--- src/rtl/acc_alu_pkg.sv ---
package acc_alu_pkg;
  typedef enum logic [2:0] {
    OP_ADD = 3'd0,
    OP_ADC = 3'd1,
    OP_SUB = 3'd2,
    OP_SBC = 3'd3,
    OP_AND = 3'd4,
    OP_XOR = 3'd5,
    OP_OR  = 3'd6,
    OP_CMP = 3'd7
  } alu_op_e;

  typedef struct packed {
    logic sgn;
    logic zer;
    logic lv;
    logic cy;
  } flags_t;

  localparam int FLAG_W = $bits(flags_t);

  typedef struct packed {
    logic is_logic;
    logic do_sub;
    logic use_cin;
    logic wr_acc;
    logic [1:0] lsel;
  } dec_t;

  function automatic dec_t decode_op(alu_op_e op);
    dec_t d;
    d.is_logic = 1'b0;
    d.do_sub   = 1'b0;
    d.use_cin  = 1'b0;
    d.wr_acc   = 1'b1;
    d.lsel     = 2'd0;
    unique case (op)
      OP_ADD: ;
      OP_ADC: d.use_cin = 1'b1;
      OP_SUB: d.do_sub = 1'b1;
      OP_SBC: begin d.do_sub = 1'b1; d.use_cin = 1'b1; end
      OP_AND: begin d.is_logic = 1'b1; d.lsel = 2'd0; end
      OP_XOR: begin d.is_logic = 1'b1; d.lsel = 2'd1; end
      OP_OR:  begin d.is_logic = 1'b1; d.lsel = 2'd2; end
      OP_CMP: begin d.do_sub = 1'b1; d.wr_acc = 1'b0; end
      default: ;
    endcase
    return d;
  endfunction
endpackage

--- src/rtl/acc_alu_arith.sv ---
module acc_alu_arith #(
  parameter int W = 8
) (
  input  logic         clk,
  input  logic         rst_n,
  input  logic [W-1:0] a,
  input  logic [W-1:0] b,
  input  logic         cin,
  input  logic         use_cin,
  input  logic         do_sub,
  output logic [W-1:0] r,
  output logic         cy,
  output logic         ovf
);
  localparam int EW = W + 1;
  localparam int MSB = W - 1;

  logic [EW-1:0] ext;
  logic          ci;

  always_comb begin
    ci = use_cin & cin;
    if (do_sub)
      ext = {1'b0, a} - {1'b0, b} - EW'(ci);
    else
      ext = {1'b0, a} + {1'b0, b} + EW'(ci);
  end

  assign r  = ext[W-1:0];
  assign cy = ext[W];

  always_comb begin
    if (do_sub)
      ovf = (a[MSB] != b[MSB]) && (r[MSB] != a[MSB]);
    else
      ovf = (a[MSB] == b[MSB]) && (r[MSB] != a[MSB]);
  end

  AST_OVF_FLIPS_SIGN: assert property (@(posedge clk) disable iff (!rst_n)
    ovf |-> (r[MSB] != a[MSB]));
endmodule

--- src/rtl/acc_alu_logic.sv ---
module acc_alu_logic #(
  parameter int W = 8
) (
  input  logic [W-1:0] a,
  input  logic [W-1:0] b,
  input  logic [1:0]   sel,
  output logic [W-1:0] r,
  output logic         hi_any
);
  localparam int HW = W / 2;

  always_comb begin
    unique case (sel)
      2'd0:    r = a & b;
      2'd1:    r = a ^ b;
      2'd2:    r = a | b;
      default: r = '0;
    endcase
  end

  logic [HW-1:0] hi_bits;
  generate
    for (genvar i = 0; i < HW; i++) begin : g_hi
      assign hi_bits[i] = r[W-HW+i];
    end
  endgenerate
  assign hi_any = |hi_bits;
endmodule

--- src/rtl/acc_alu_flagbank.sv ---
module acc_alu_flagbank #(
  parameter int FW = 4,
  parameter int NB = 2
) (
  input  logic             clk,
  input  logic             rst_n,
  input  logic             we,
  input  logic             bank_sel,
  input  logic [FW-1:0]    d,
  output logic [NB*FW-1:0] q_flat
);
  localparam int SW = (NB > 1) ? $clog2(NB) : 1;

  generate
    for (genvar k = 0; k < NB; k++) begin : g_bank
      logic [FW-1:0] q;
      always_ff @(posedge clk or negedge rst_n) begin
        if (!rst_n)
          q <= '0;
        else if (we && (SW'(bank_sel) == SW'(k)))
          q <= d;
      end
      assign q_flat[k*FW +: FW] = q;
    end
  endgenerate

  AST_PRI_TAKES_FLAGS: assert property (@(posedge clk) disable iff (!rst_n)
    (we && !bank_sel) |=> (q_flat[FW-1:0] == $past(d)));
  AST_PRI_HOLDS_ON_ALT: assert property (@(posedge clk) disable iff (!rst_n)
    (we && bank_sel) |=> $stable(q_flat[FW-1:0]));
  AST_ALT_HOLDS_ON_PRI: assert property (@(posedge clk) disable iff (!rst_n)
    (we && !bank_sel) |=> $stable(q_flat[2*FW-1:FW]));
  AST_NO_WRITE_HOLDS: assert property (@(posedge clk) disable iff (!rst_n)
    !we |=> $stable(q_flat));
endmodule

--- src/rtl/acc_alu.sv ---
module acc_alu
  import acc_alu_pkg::*;
#(
  parameter int W = 8
) (
  input  logic         clk,
  input  logic         rst_n,
  input  logic [W-1:0] acc_i,
  input  logic [W-1:0] opnd_i,
  input  logic         cin_i,
  input  logic [2:0]   op_i,
  input  logic         flag_we_i,
  input  logic         alt_sel_i,
  output logic [W-1:0] res_o,
  output logic         acc_we_o,
  output logic [3:0]   nflags_o,
  output logic [3:0]   pri_flags_o,
  output logic [3:0]   alt_flags_o
);
  localparam int NBANK = 2;

  alu_op_e op;
  dec_t    dec;
  assign op  = alu_op_e'(op_i);
  assign dec = decode_op(op);

  logic [W-1:0] ar_r, lg_r;
  logic         ar_cy, ar_ovf, lg_hi;

  acc_alu_arith #(.W(W)) u_arith (
    .clk(clk), .rst_n(rst_n),
    .a(acc_i), .b(opnd_i), .cin(cin_i),
    .use_cin(dec.use_cin), .do_sub(dec.do_sub),
    .r(ar_r), .cy(ar_cy), .ovf(ar_ovf)
  );

  acc_alu_logic #(.W(W)) u_logic (
    .a(acc_i), .b(opnd_i), .sel(dec.lsel),
    .r(lg_r), .hi_any(lg_hi)
  );

  flags_t nf;
  always_comb begin
    res_o  = dec.is_logic ? lg_r : ar_r;
    nf.sgn = res_o[W-1];
    nf.zer = (res_o == '0);
    nf.lv  = dec.is_logic ? lg_hi : ar_ovf;
    nf.cy  = dec.is_logic ? 1'b0 : ar_cy;
  end

  assign nflags_o = nf;
  assign acc_we_o = dec.wr_acc;

  logic [NBANK*FLAG_W-1:0] banks;
  acc_alu_flagbank #(.FW(FLAG_W), .NB(NBANK)) u_flags (
    .clk(clk), .rst_n(rst_n),
    .we(flag_we_i), .bank_sel(alt_sel_i),
    .d(nflags_o), .q_flat(banks)
  );

  assign pri_flags_o = banks[FLAG_W-1:0];
  assign alt_flags_o = banks[2*FLAG_W-1:FLAG_W];

  AST_LOGIC_CY_CLEAR: assert property (@(posedge clk) disable iff (!rst_n)
    (op_i[2] && (op_i != 3'd7)) |-> !nflags_o[0]);
  AST_CMP_NO_ACC: assert property (@(posedge clk) disable iff (!rst_n)
    (op_i == 3'd7) |-> !acc_we_o);
  AST_ZERO_NO_SIGN: assert property (@(posedge clk) disable iff (!rst_n)
    nflags_o[2] |-> !nflags_o[3]);
endmodule

--- config.mk ---
export PLATFORM = sky130hd
export DESIGN_NAME = acc_alu
export DESIGN_NICKNAME = d
export VERILOG_FILES = /design/src/rtl/acc_alu_pkg.sv /design/src/rtl/acc_alu_arith.sv /design/src/rtl/acc_alu_logic.sv /design/src/rtl/acc_alu_flagbank.sv /design/src/rtl/acc_alu.sv
export SDC_FILE = /design/constraint.sdc
export NUM_CORES = 1
export LEC_CHECK = 0
export CORE_MARGIN = 2
export CORE_UTILIZATION = 55
export DETAILED_ROUTE_END_ITERATION = 8
export PLACE_DENSITY = 0.88
export SETUP_SLACK_MARGIN = 0.3
export SYNTH_ARGS = -nofsm -noshare
export SYNTH_HDL_FRONTEND = slang
export SYNTH_SLANG_ARGS = --single-unit
--- constraint.sdc ---
create_clock -name clk -period 8.6 [get_ports clk]
set_input_delay 0.86 -clock clk [delete_from_list [all_inputs] [get_ports clk]]
set_output_delay 0.86 -clock clk [all_outputs]
set_load 0.005 [all_outputs]
==> metrics, run 1 <==
top cells by area, synth=ha_1 20%, dfrtp_1 11%, inv_1 6.7%, o21ai_0 4.6%, fa_1 4.3%; Final period util=just over 70%; biggest regs=u_flags.g_bank.q: 8 flops; clock power share=a little under an eighth; routed length per instance=~14 um; worst hold path type=reg2reg; post-route ant nets=0; clock latency on the worst-skew pair=approximately 0.25 ns; Setup-failing EPs final=0; vias in the first global route=~1700; number of flip-flops in the largest register=8; sequential cell area=200 sq um; DRT Pass-1 Iters=6; FF+latch count, synth=8; critical path required time=between 7 and 8 ns; GR Overflow Total=0; fin util=around 70%; Setup TNS=0 ns; syn avg cell area=roughly 7.7 sq um; H-tree level count=1; # IOs=45; Starting DRT DRC Count=roughly 150; R2R setup slack=around 8 ns; CP endpoint kind=output pin; Rows=21; total power draw=~240 uW; maximum clock frequency=approximately 160 MHz; die width=approximately 62 um; WL final=about 4.7 mm; P_int=approximately 140 uW; Total GRT Usage=around a quarter; DP Worst Slack=2.47 ns; Final HPWL DP=between 3 and 4 mm; largest area contributor in the netlist=ha_1; Core Area=between 3000 and 4000 sq um; Post-route DRC=0; Syn Nets=approximately 300; Synth Warn #=0; Logic pwr share=about two thirds; Final min period=6.17 ns; Final nets=339; CP max FO=16; DR vias=between 1500 and 2000; initial antenna violation count=0; CP Class=in2out; Via density=approximately 5.8; Die Span Y=between 60 and 70 um; CTS Hold Bufs=0; Net Sw Frac=40.2%; Routability Congestion=approximately 0.97; CTS tree=built; status=completed; clock transition at the registers of the reported paths=roughly 0.05 ns; ys flop type=dfrtp_1; post-synth top area share=roughly 20%; total die area=about 3800 sq um; Mapped Area=1850 sq um; Final Hold Fails=0; Post-synth EDFFs=0; Clock Tree Buf Depth=2; share of post-route cells with drive strength above 1=5.38%; Slew @ Worst Pin=1.13 ns; first-pass GRT wire length=around 7.8 mm; setup ws final=2.43 ns; root buf cell=clkbuf_4; CP arrival=between 5 and 6 ns; number of distinct library cells after synthesis=60; port bufs=44; sequential area share after synthesis=10.8%; Cells after Synth=241; Pwr Density=103 nW/um^2; Seq pwr share=19.4%; Layout area overhead=25.2%; asr flop ratio synth=100%; ANT cells=0; WHS=0.476 ns; largest reg by FF count=u_flags.g_bank.q; Slew HR=between 20% and 30%; startpoint types=input port; worst vdd ir=about 0.038 mV; fin. max-slew vios=0; Initial Utilization=56.2%; Clock Sinks=8; Max Cap Violations=0; Leak=0.00108 uW; multi-input logic area=1470 sq um; RSZ-0062 raised after global routing=no; fillers=~280; Post-CTS Setup Bufs=0; largest net degree at the start of global routing=32; switching power=95.5 uW; CTS buffer count=3; Clock Skews=0 ns; post-CTS resize count=0
==> critical path, cell delays in order <==
cell	delay (ns)
clkdlybuf4s50_1	0.86
nand2_1	0.08
or2_2	0.31
fa_1	0.42
fa_1	0.44
o21ai_0	0.32
a21oi_1	0.12
o21ai_0	0.20
a32oi_1	0.15
or4_1	0.54
or3b_1	0.42
inv_1	0.07
clkdlybuf4s50_1	0.51
==> cells in the mapped netlist, drive strengths merged, types with 2 or more instances <==
cell	instances
a21o	5
or4	3
nor2b	3
and3	6
a21boi	3
o21bai	2
o2bb2ai	3
nor3	2
or3b	2
ha	30
nand3	4
a22oi	4
buf	8
nor4	2
nand3b	2
xnor2	5
a211oi	3
o21ai	20
dfrtp	8
inv	33
and2	3
xor2	2
o22ai	5
o32ai	2
mux2i	2
fa	4
nor2	12
a21oi	16
a32oi	3
nand2	19
nand2b	4
or2	3
==> layout by cell type, fill, tap and decap left out, types with 4 or more instances in the layout <==
master / count
fa_1: 4
a21oi_1: 15
and3_1: 6
nand2_1: 19
xnor2_1: 5
a21o_1: 5
nor2_1: 11
nand2b_1: 4
nand3_1: 4
clkdlybuf4s50_1: 44
o22ai_1: 5
o21ai_0: 17
inv_1: 33
ha_1: 30
a22oi_1: 4
dfrtp_1: 8
==> path summary, 6_finish.rpt <==
check,cells past startpoint,from,to
setup / recovery,13,op_i[0],nflags_o[2]
hold / removal,2,u_flags.g_bank[1].q[0]$_DFFE_PN0P_,u_flags.g_bank[1].q[0]$_DFFE_PN0P_
setup reg to reg,2,u_flags.g_bank[0].q[0]$_DFFE_PN0P_,u_flags.g_bank[0].q[0]$_DFFE_PN0P_
hold reg to reg,2,u_flags.g_bank[1].q[0]$_DFFE_PN0P_,u_flags.g_bank[1].q[0]$_DFFE_PN0P_
max in group asynchronous,1,rst_n,u_flags.g_bank[1].q[0]$_DFFE_PN0P_
min in group asynchronous,1,rst_n,u_flags.g_bank[1].q[2]$_DFFE_PN0P_
==> kinds of logic after synthesis <==
group                    Yosys count  synth area share (%)
buffers and inverters             42                  9.69
adder cells (fa/ha/maj)           34                  24.7
AND/OR/NAND/NOR                   69                  20.1
multiplexers                       3                  1.69
flip-flops                         8                  10.8
XOR/XNOR                           7                  3.32
AO/OA/AOI/OAI                     78                  29.7
==> power by group through the flow <==
stage,logic [uW],clock network [uW],registers [uW]
after floorplan,95.8,0,46.9
after global placement,157,0,46.4
after detailed placement,160,0,46.7
after CTS,161,28.7,46.1
after global routing,180,31.4,46.6
final,163,28.5,46.0
==> layer usage <==
layer / global-route usage, % / part of all wire, %
met4: 6.69 / 1.8
met1: 35.4 / 44
met3: 1.24 / 5.7
met5: 0 / 0
met2: 46.7 / 49
==> final cells by class <==
type	count	area share, %
repair buffers	44	19.0
well taps	46	2.49
inverters	33	5.36
clock buffers	3	0.974
flip-flops and latches	8	8.66
multi-input cells	191	63.5
==> metrics by stage <==
stage | area [sq um] | std cells
final | 2310 | 325
after global routing | 2310 | 325
after CTS | 2310 | 325
after detailed placement | 2290 | 322
after floorplan | 1850 | 241
after global placement | 2290 | 322
(Power assumes the default switching activity.)
==> inputs of run 2 (changes only) <==
- CORE_UTILIZATION: 55 -> 51
- PLACE_DENSITY: 0.88 -> 0.82
- clock period: 8.6 -> 6.31 ns (I/O delays scaled with it)
==> metrics, run 2 (synthesis gave the netlist of run 1 again) <==
H-tree level count=1 (unchanged); fin. max-slew vios=0 (unchanged); Register-to-Register Path Depth=2 (unchanged); CP max FO=18 (+2); critical path required time=5.68 ns (-2.06 ns); biggest regs=u_flags.g_bank.q: 8 flops; die width=64.2 um (+3.6%); DR vias=1925 (+2.0%); Hold Path Cell Cnt=2 (unchanged); cells along the critical path=clkdlybuf4s50_1 > buf_4 > or2_2 > fa_1 > fa_1 > o21ai_0 > a22oi_1 > xnor2_1 > a211oi_1 > or4_1 > or3b_1 > inv_1 > clkdlybuf4s50_1; largest reg by FF count=u_flags.g_bank.q; number of flip-flops in the largest register=8 (unchanged); CTS tree=built; Initial Utilization=54.1% (-2.2 points); CTS buffer count=3 (unchanged); Final period util=86.6%; routed length per instance=14.4 um (-0.25%); total power draw=323 uW (+36%); min-delay src=u_flags.g_bank[0].q[3]$_DFFE_PN0P_; vias in the first global route=1868 (+11%); most frequent cells in the layout=44 x clkdlybuf4s50_1, 33 x inv_1, 30 x ha_1; Starting DRT DRC Count=130 (-14%); Final nets=341 (+0.59%); Routability Congestion=0.971 (about the same); Post-route DRC=0 (unchanged); largest net degree at the start of global routing=32 (unchanged); r2r endpoint=u_flags.g_bank[1].q[3]$_DFFE_PN0P_; status=completed; WL final=4.72 mm (+0.36%); maximum clock frequency=approximately 180 MHz; Crit path largest cell delay=0.55 ns (-0.31 ns); CP arrival=4.83 ns (-0.48 ns); clock latency on the worst-skew pair=0.25 ns (about the same); Core Area=3420 sq um (+4.0%); post-route ant nets=0 (unchanged); dpl cell area=2300 sq um (+0.66%); Slew HR=23.0% (-1.5 points); post-CTS resize count=0 (unchanged); ANT cells=0 (unchanged); Leak=0.00108 uW (+0.89%); Post-CTS Setup Bufs=0 (unchanged); share of post-route cells with drive strength above 1=6.05% (+0.67 points); WHS=0.474 ns (-0.00238 ns); hold worst-path end=u_flags.g_bank[0].q[3]$_DFFE_PN0P_; RSZ-0062 raised after global routing=no; CP endpoint kind=output pin; most common cell after layout, fill and taps aside=clkdlybuf4s50_1; Clock Tree Buf Depth=2 (unchanged); Rows=21 (unchanged); Setup-failing EPs final=0 (unchanged); Final min period=~5.5 ns; worst hold path type=reg2reg; Final Cell Area=2330 sq um (+0.65%); CP Class=in2out; port bufs=44 (unchanged); Clock Sinks=8 (unchanged); # IOs=45 (unchanged); Slew @ Worst Pin=1.15 ns (+0.0221 ns); Final HPWL DP=3.85 mm (-1.7%); clock transition at the registers of the reported paths=0.05 ns (about the same); CTS Hold Bufs=0 (unchanged); Layout area overhead=26.0%; Via density=5.89 (+1.4%); total die area=4120 sq um (+7.3%); Pwr Density=139 nW/um^2 (+35%); GR Overflow Total=0 (unchanged); R2R setup slack=5.67 ns (-2.27 ns); DRT Pass-1 Iters=4 (-2); slowest stage cell, crit path=or4_1; Clock Skews=0 ns (unchanged); initial antenna violation count=0 (unchanged); fin util=68.1% (-2.3 points); root buf cell=clkbuf_4; worst vdd ir=0.0572 mV (+49%); Die Span Y=64.2 um (+3.6%); fillers=309 (+11%); Max Cap Violations=0 (unchanged); Setup TNS=0 ns (unchanged); Total GRT Usage=24.6% (-2.0 points); CP Launch Point=op_i[2]; Final Hold Fails=0 (unchanged); startpoint types=input port; first-pass GRT wire length=8.34 mm (+7.4%); reg2reg start=u_flags.g_bank[1].q[3]$_DFFE_PN0P_
[run 2: cell types whose count changed in the layout (fill, tap and decap cells not counted), sizes merged]
cell  change
buf       +2
[run 2: worst max-delay path by stage]
stage / end / slack, ns / cells after the start
after floorplan: nflags_o[2] / 1.96 / 12
after global placement: nflags_o[2] / 0.90 / 13
after detailed placement: nflags_o[2] / 0.88 / 13
after CTS: nflags_o[2] / 0.86 / 13
after global routing: nflags_o[2] / 0.62 / 13
final: nflags_o[2] / 0.85 / 13
[run 2: stage by stage]
stage / worst slack (ns) / std cells
floorplan: 1.96 / 241
global placement: 0.898 / 324
detailed placement: 0.879 / 324
CTS: 0.859 / 327
global route: 0.624 / 327
finish: 0.845 / 327
[run 2: final cells by class]
type                            count  area (sq um)  share of cell area [%]
Multi-Input combinational cell    191          1470                    63.1
Clock buffer                        3          22.5                   0.968
Sequential cell                     8           200                    8.60
Inverter                           33           124                    5.32
Timing Repair Buffer               46           455                    19.6
Tap cell                           46          57.6                    2.47
[run 2: critical path: cells and delay by family]
family,cells,cell delay [ns]
AND/OR/NAND/NOR,3,1.31
buffers and inverters,4,1.17
adder cells (fa/ha/maj),2,0.88
AO/OA/AOI/OAI,3,0.64
XOR/XNOR,1,0.21
[run 2: where the power goes]
part	leakage, uW	switching [uW]	internal [uW]	total [uW]
Sequential	0.000103	3.48	58.8	62.3
Combinational	0.000968	109	113	222
Clock	0.0000138	16.6	21.7	38.3
Total	0.00108	129	194	323
[run 2: metal layers]
| layer | global-route usage, % | wire (um) | vias up |
|---|---|---|---|
| met5 | 0 | 0 | - |
| met4 | 7.18 | 91 | 0 |
| met3 | 1.58 | 309 | 10 |
| met2 | 41.7 | 2270 | 83 |
| met1 | 33.5 | 2050 | 888 |
| li1 | - | - | 944 |
==> inputs of run 3 (changes only) <==
- CORE_UTILIZATION: 51 -> 52
- SYNTH_HIERARCHICAL: default -> 1
==> metrics, run 3 <==
setup ws final=1.20 ns (+0.353 ns); status=completed; CTS Hold Bufs=0 (unchanged); critical path required time=5.68 ns (about the same); H-tree level count=1 (unchanged); number of distinct library cells after synthesis=48 (-20%); Slew HR=40.7% (+18 points); WL final=4.58 mm (-3.1%); # IOs=45 (unchanged); die width=65.8 um (+2.5%); multi-input logic area=1560 sq um (+6.1%); met2 Use GR=40.4% (-1.3 points); Post-synth top cells=48 x inv_1, 37 x ha_1, 23 x nand2_1; Final nets=356 (+4.4%); maximum clock frequency=196 MHz (+6.9%); biggest regs=u_flags/g_bank.q: 8 flops; Core Area=3660 sq um (+7.2%); Die Span Y=65.8 um (+2.5%); GR Overflow Total=0 (unchanged); DR vias=1817 (-5.6%); top cells by area, synth=ha_1 23%, dfrtp_1 10%, inv_1 9.1%, mux2_2 8.5%, o21ai_0 4.5%; Routability Congestion=0.911 (-6.2%); Rows=22 (+4.8%); Max Cap Violations=0 (unchanged); Clock Skews=0 ns (unchanged); share of post-route cells with drive strength above 1=12.8% (+6.8 points); Cells after Synth=247 (+2.5%); Slew @ Worst Pin=0.888 ns (-0.263 ns); fin. max-slew vios=0 (unchanged); ys flop type=dfrtp_1; Setup TNS=0 ns (unchanged); vias in the first global route=1691 (-9.5%); post-CTS resize count=0 (unchanged); port bufs=44 (unchanged); fillers=312 (+0.97%); DRT Pass-1 Iters=4 (unchanged); met1 GRT Util=27.6% (-5.9 points); Layout area overhead=25.4%; initial antenna violation count=0 (unchanged); Via density=5.39 (-8.4%); RSZ-0062 raised after global routing=no; sequential cell area=200 sq um (unchanged); largest reg by FF count=u_flags/g_bank.q; sequential area share after synthesis=10.1% (-0.75 points); most common cell in the netlist=inv_1; CP arrival=4.48 ns (-0.35 ns); routed length per instance=13.6 um (-6.0%); Pwr Density=149 nW/um^2 (+7.7%); post-synth top area share=23.3% (+3.0 points); most common cell after layout, fill and taps aside=inv_1; post-route ant nets=0 (unchanged); Final period util=81.0% (-5.6 points); root buf cell=clkbuf_8; CTS tree=built; most frequent cells in the layout=48 x inv_1, 44 x clkdlybuf4s50_1, 37 x ha_1; grt peak-use layer=met2; FF+latch count, synth=8 (unchanged); Final min period=5.11 ns (-0.353 ns); met3 Use GR=1.03% (-0.56 points); CP max FO=4 (-14); Initial Utilization=54.2% (+0.10 points); Starting DRT DRC Count=53 (-59%); clock transition at the registers of the reported paths=0.04 ns (about the same); largest net degree at the start of global routing=16 (-50%); Post-synth EDFFs=0 (unchanged); Final Hold Fails=0 (unchanged); syn avg cell area=8.03 sq um (+4.8%); first-pass GRT wire length=7.57 mm (-9.2%); worst vdd ir=0.0497 mV (-13%); Post-route DRC=0 (unchanged); largest area contributor in the netlist=ha_1; startpoint types=input port; number of flip-flops in the largest register=8 (unchanged); Syn Nets=312 (+4.3%); clock latency on the worst-skew pair=0.23 ns (-0.02 ns); Synth Warn #=6 (+6); CP Class=in2out; total die area=4320 sq um (+5.0%); Final Cell Area=2490 sq um (+6.9%); DP Worst Slack=1.33 ns (+0.450 ns); dpl cell area=2450 sq um (+6.1%); Leak=0.00120 uW (+11%); Clock Tree Buf Depth=2 (unchanged); WHS=0.497 ns (+0.0234 ns); Total GRT Usage=22.2% (-2.4 points); Setup-failing EPs final=0 (unchanged); Mapped Area=1980 sq um (+7.4%); asr flop ratio synth=100% (unchanged); Clock Sinks=8 (unchanged); ANT cells=0 (unchanged); CTS buffer count=3 (unchanged); CP endpoint kind=output pin; Post-CTS Setup Bufs=0 (unchanged); worst hold path type=reg2reg; Final HPWL DP=3.71 mm (-3.6%); fin util=67.9% (-0.19 points)
## run 3: per-layer routing
| layer | routed length [um] | up-vias | share of wire (%) |
|---|---|---|---|
| li1 | - | 916 | - |
| met5 | 0 | - | 0 |
| met1 | 2050 | 842 | 45 |
| met3 | 179 | 8 | 3.9 |
| met4 | 72 | 0 | 1.6 |
| met2 | 2270 | 51 | 50 |
## run 3: worst max-delay path: stages
cell and delay [ns]:
clkdlybuf4s50_1 0.52, inv_1 0.15, nor2_1 0.06, nand2_1 0.11
inv_1 0.06, fa_1 0.40, fa_1 0.40, a21boi_0 0.29
or4_1 0.16, o21ai_0 0.11, xor2_1 0.20, a2111oi_2 0.10
nor4_1 0.34, nand2_1 0.08, o21ai_0 0.32, clkdlybuf4s50_1 0.57
## run 3: final cells by class
| class | instances | share of cell area, % |
|---|---|---|
| multi-input combinational | 185 | 62.6 |
| timing repair buffer | 45 | 18.0 |
| sequential | 8 | 8.05 |
| inverter | 48 | 7.24 |
| tap | 48 | 2.41 |
| clock buffer | 3 | 1.66 |
## run 3: path summary, 6_finish.rpt
check	startpoint	endpoint	slack [ns]	depth (start not counted)
setup reg to reg	u_flags/g_bank[1].q[2]$_DFFE_PN0P_	u_flags/g_bank[1].q[2]$_DFFE_PN0P_	5.54	1
hold / removal	u_flags/g_bank[0].q[3]$_DFFE_PN0P_	u_flags/g_bank[0].q[3]$_DFFE_PN0P_	0.50	1
hold reg to reg	u_flags/g_bank[0].q[3]$_DFFE_PN0P_	u_flags/g_bank[0].q[3]$_DFFE_PN0P_	0.50	1
max in group asynchronous	rst_n	u_flags/g_bank[0].q[2]$_DFFE_PN0P_	5.38	1
setup / recovery	op_i[0]	nflags_o[2]	1.20	16
min in group asynchronous	rst_n	u_flags/g_bank[1].q[0]$_DFFE_PN0P_	0.68	1
## run 3: metrics by stage
step | cells | total power [uW]
2_1_floorplan | 247 | 213
3_3_place_gp | 334 | 306
3_5_place_dp | 334 | 310
4_1_cts | 337 | 374
5_1_grt | 337 | 400
6_report | 337 | 372
## run 3: logic make-up after synthesis
family,after synthesis,synth area share [%]
AO/OA/AOI/OAI,46,16.0
adder cells (fa/ha/maj),41,27.4
buffers and inverters,54,11.4
AND/OR/NAND/NOR,64,16.7
XOR/XNOR,11,4.86
flip-flops,8,10.1
multiplexers,23,13.6
## run 3: power by group
group / switching [uW] / internal (uW)
sequential: 5.07 / 62.1
clock: 18.6 / 41.2
combinational: 111 / 134
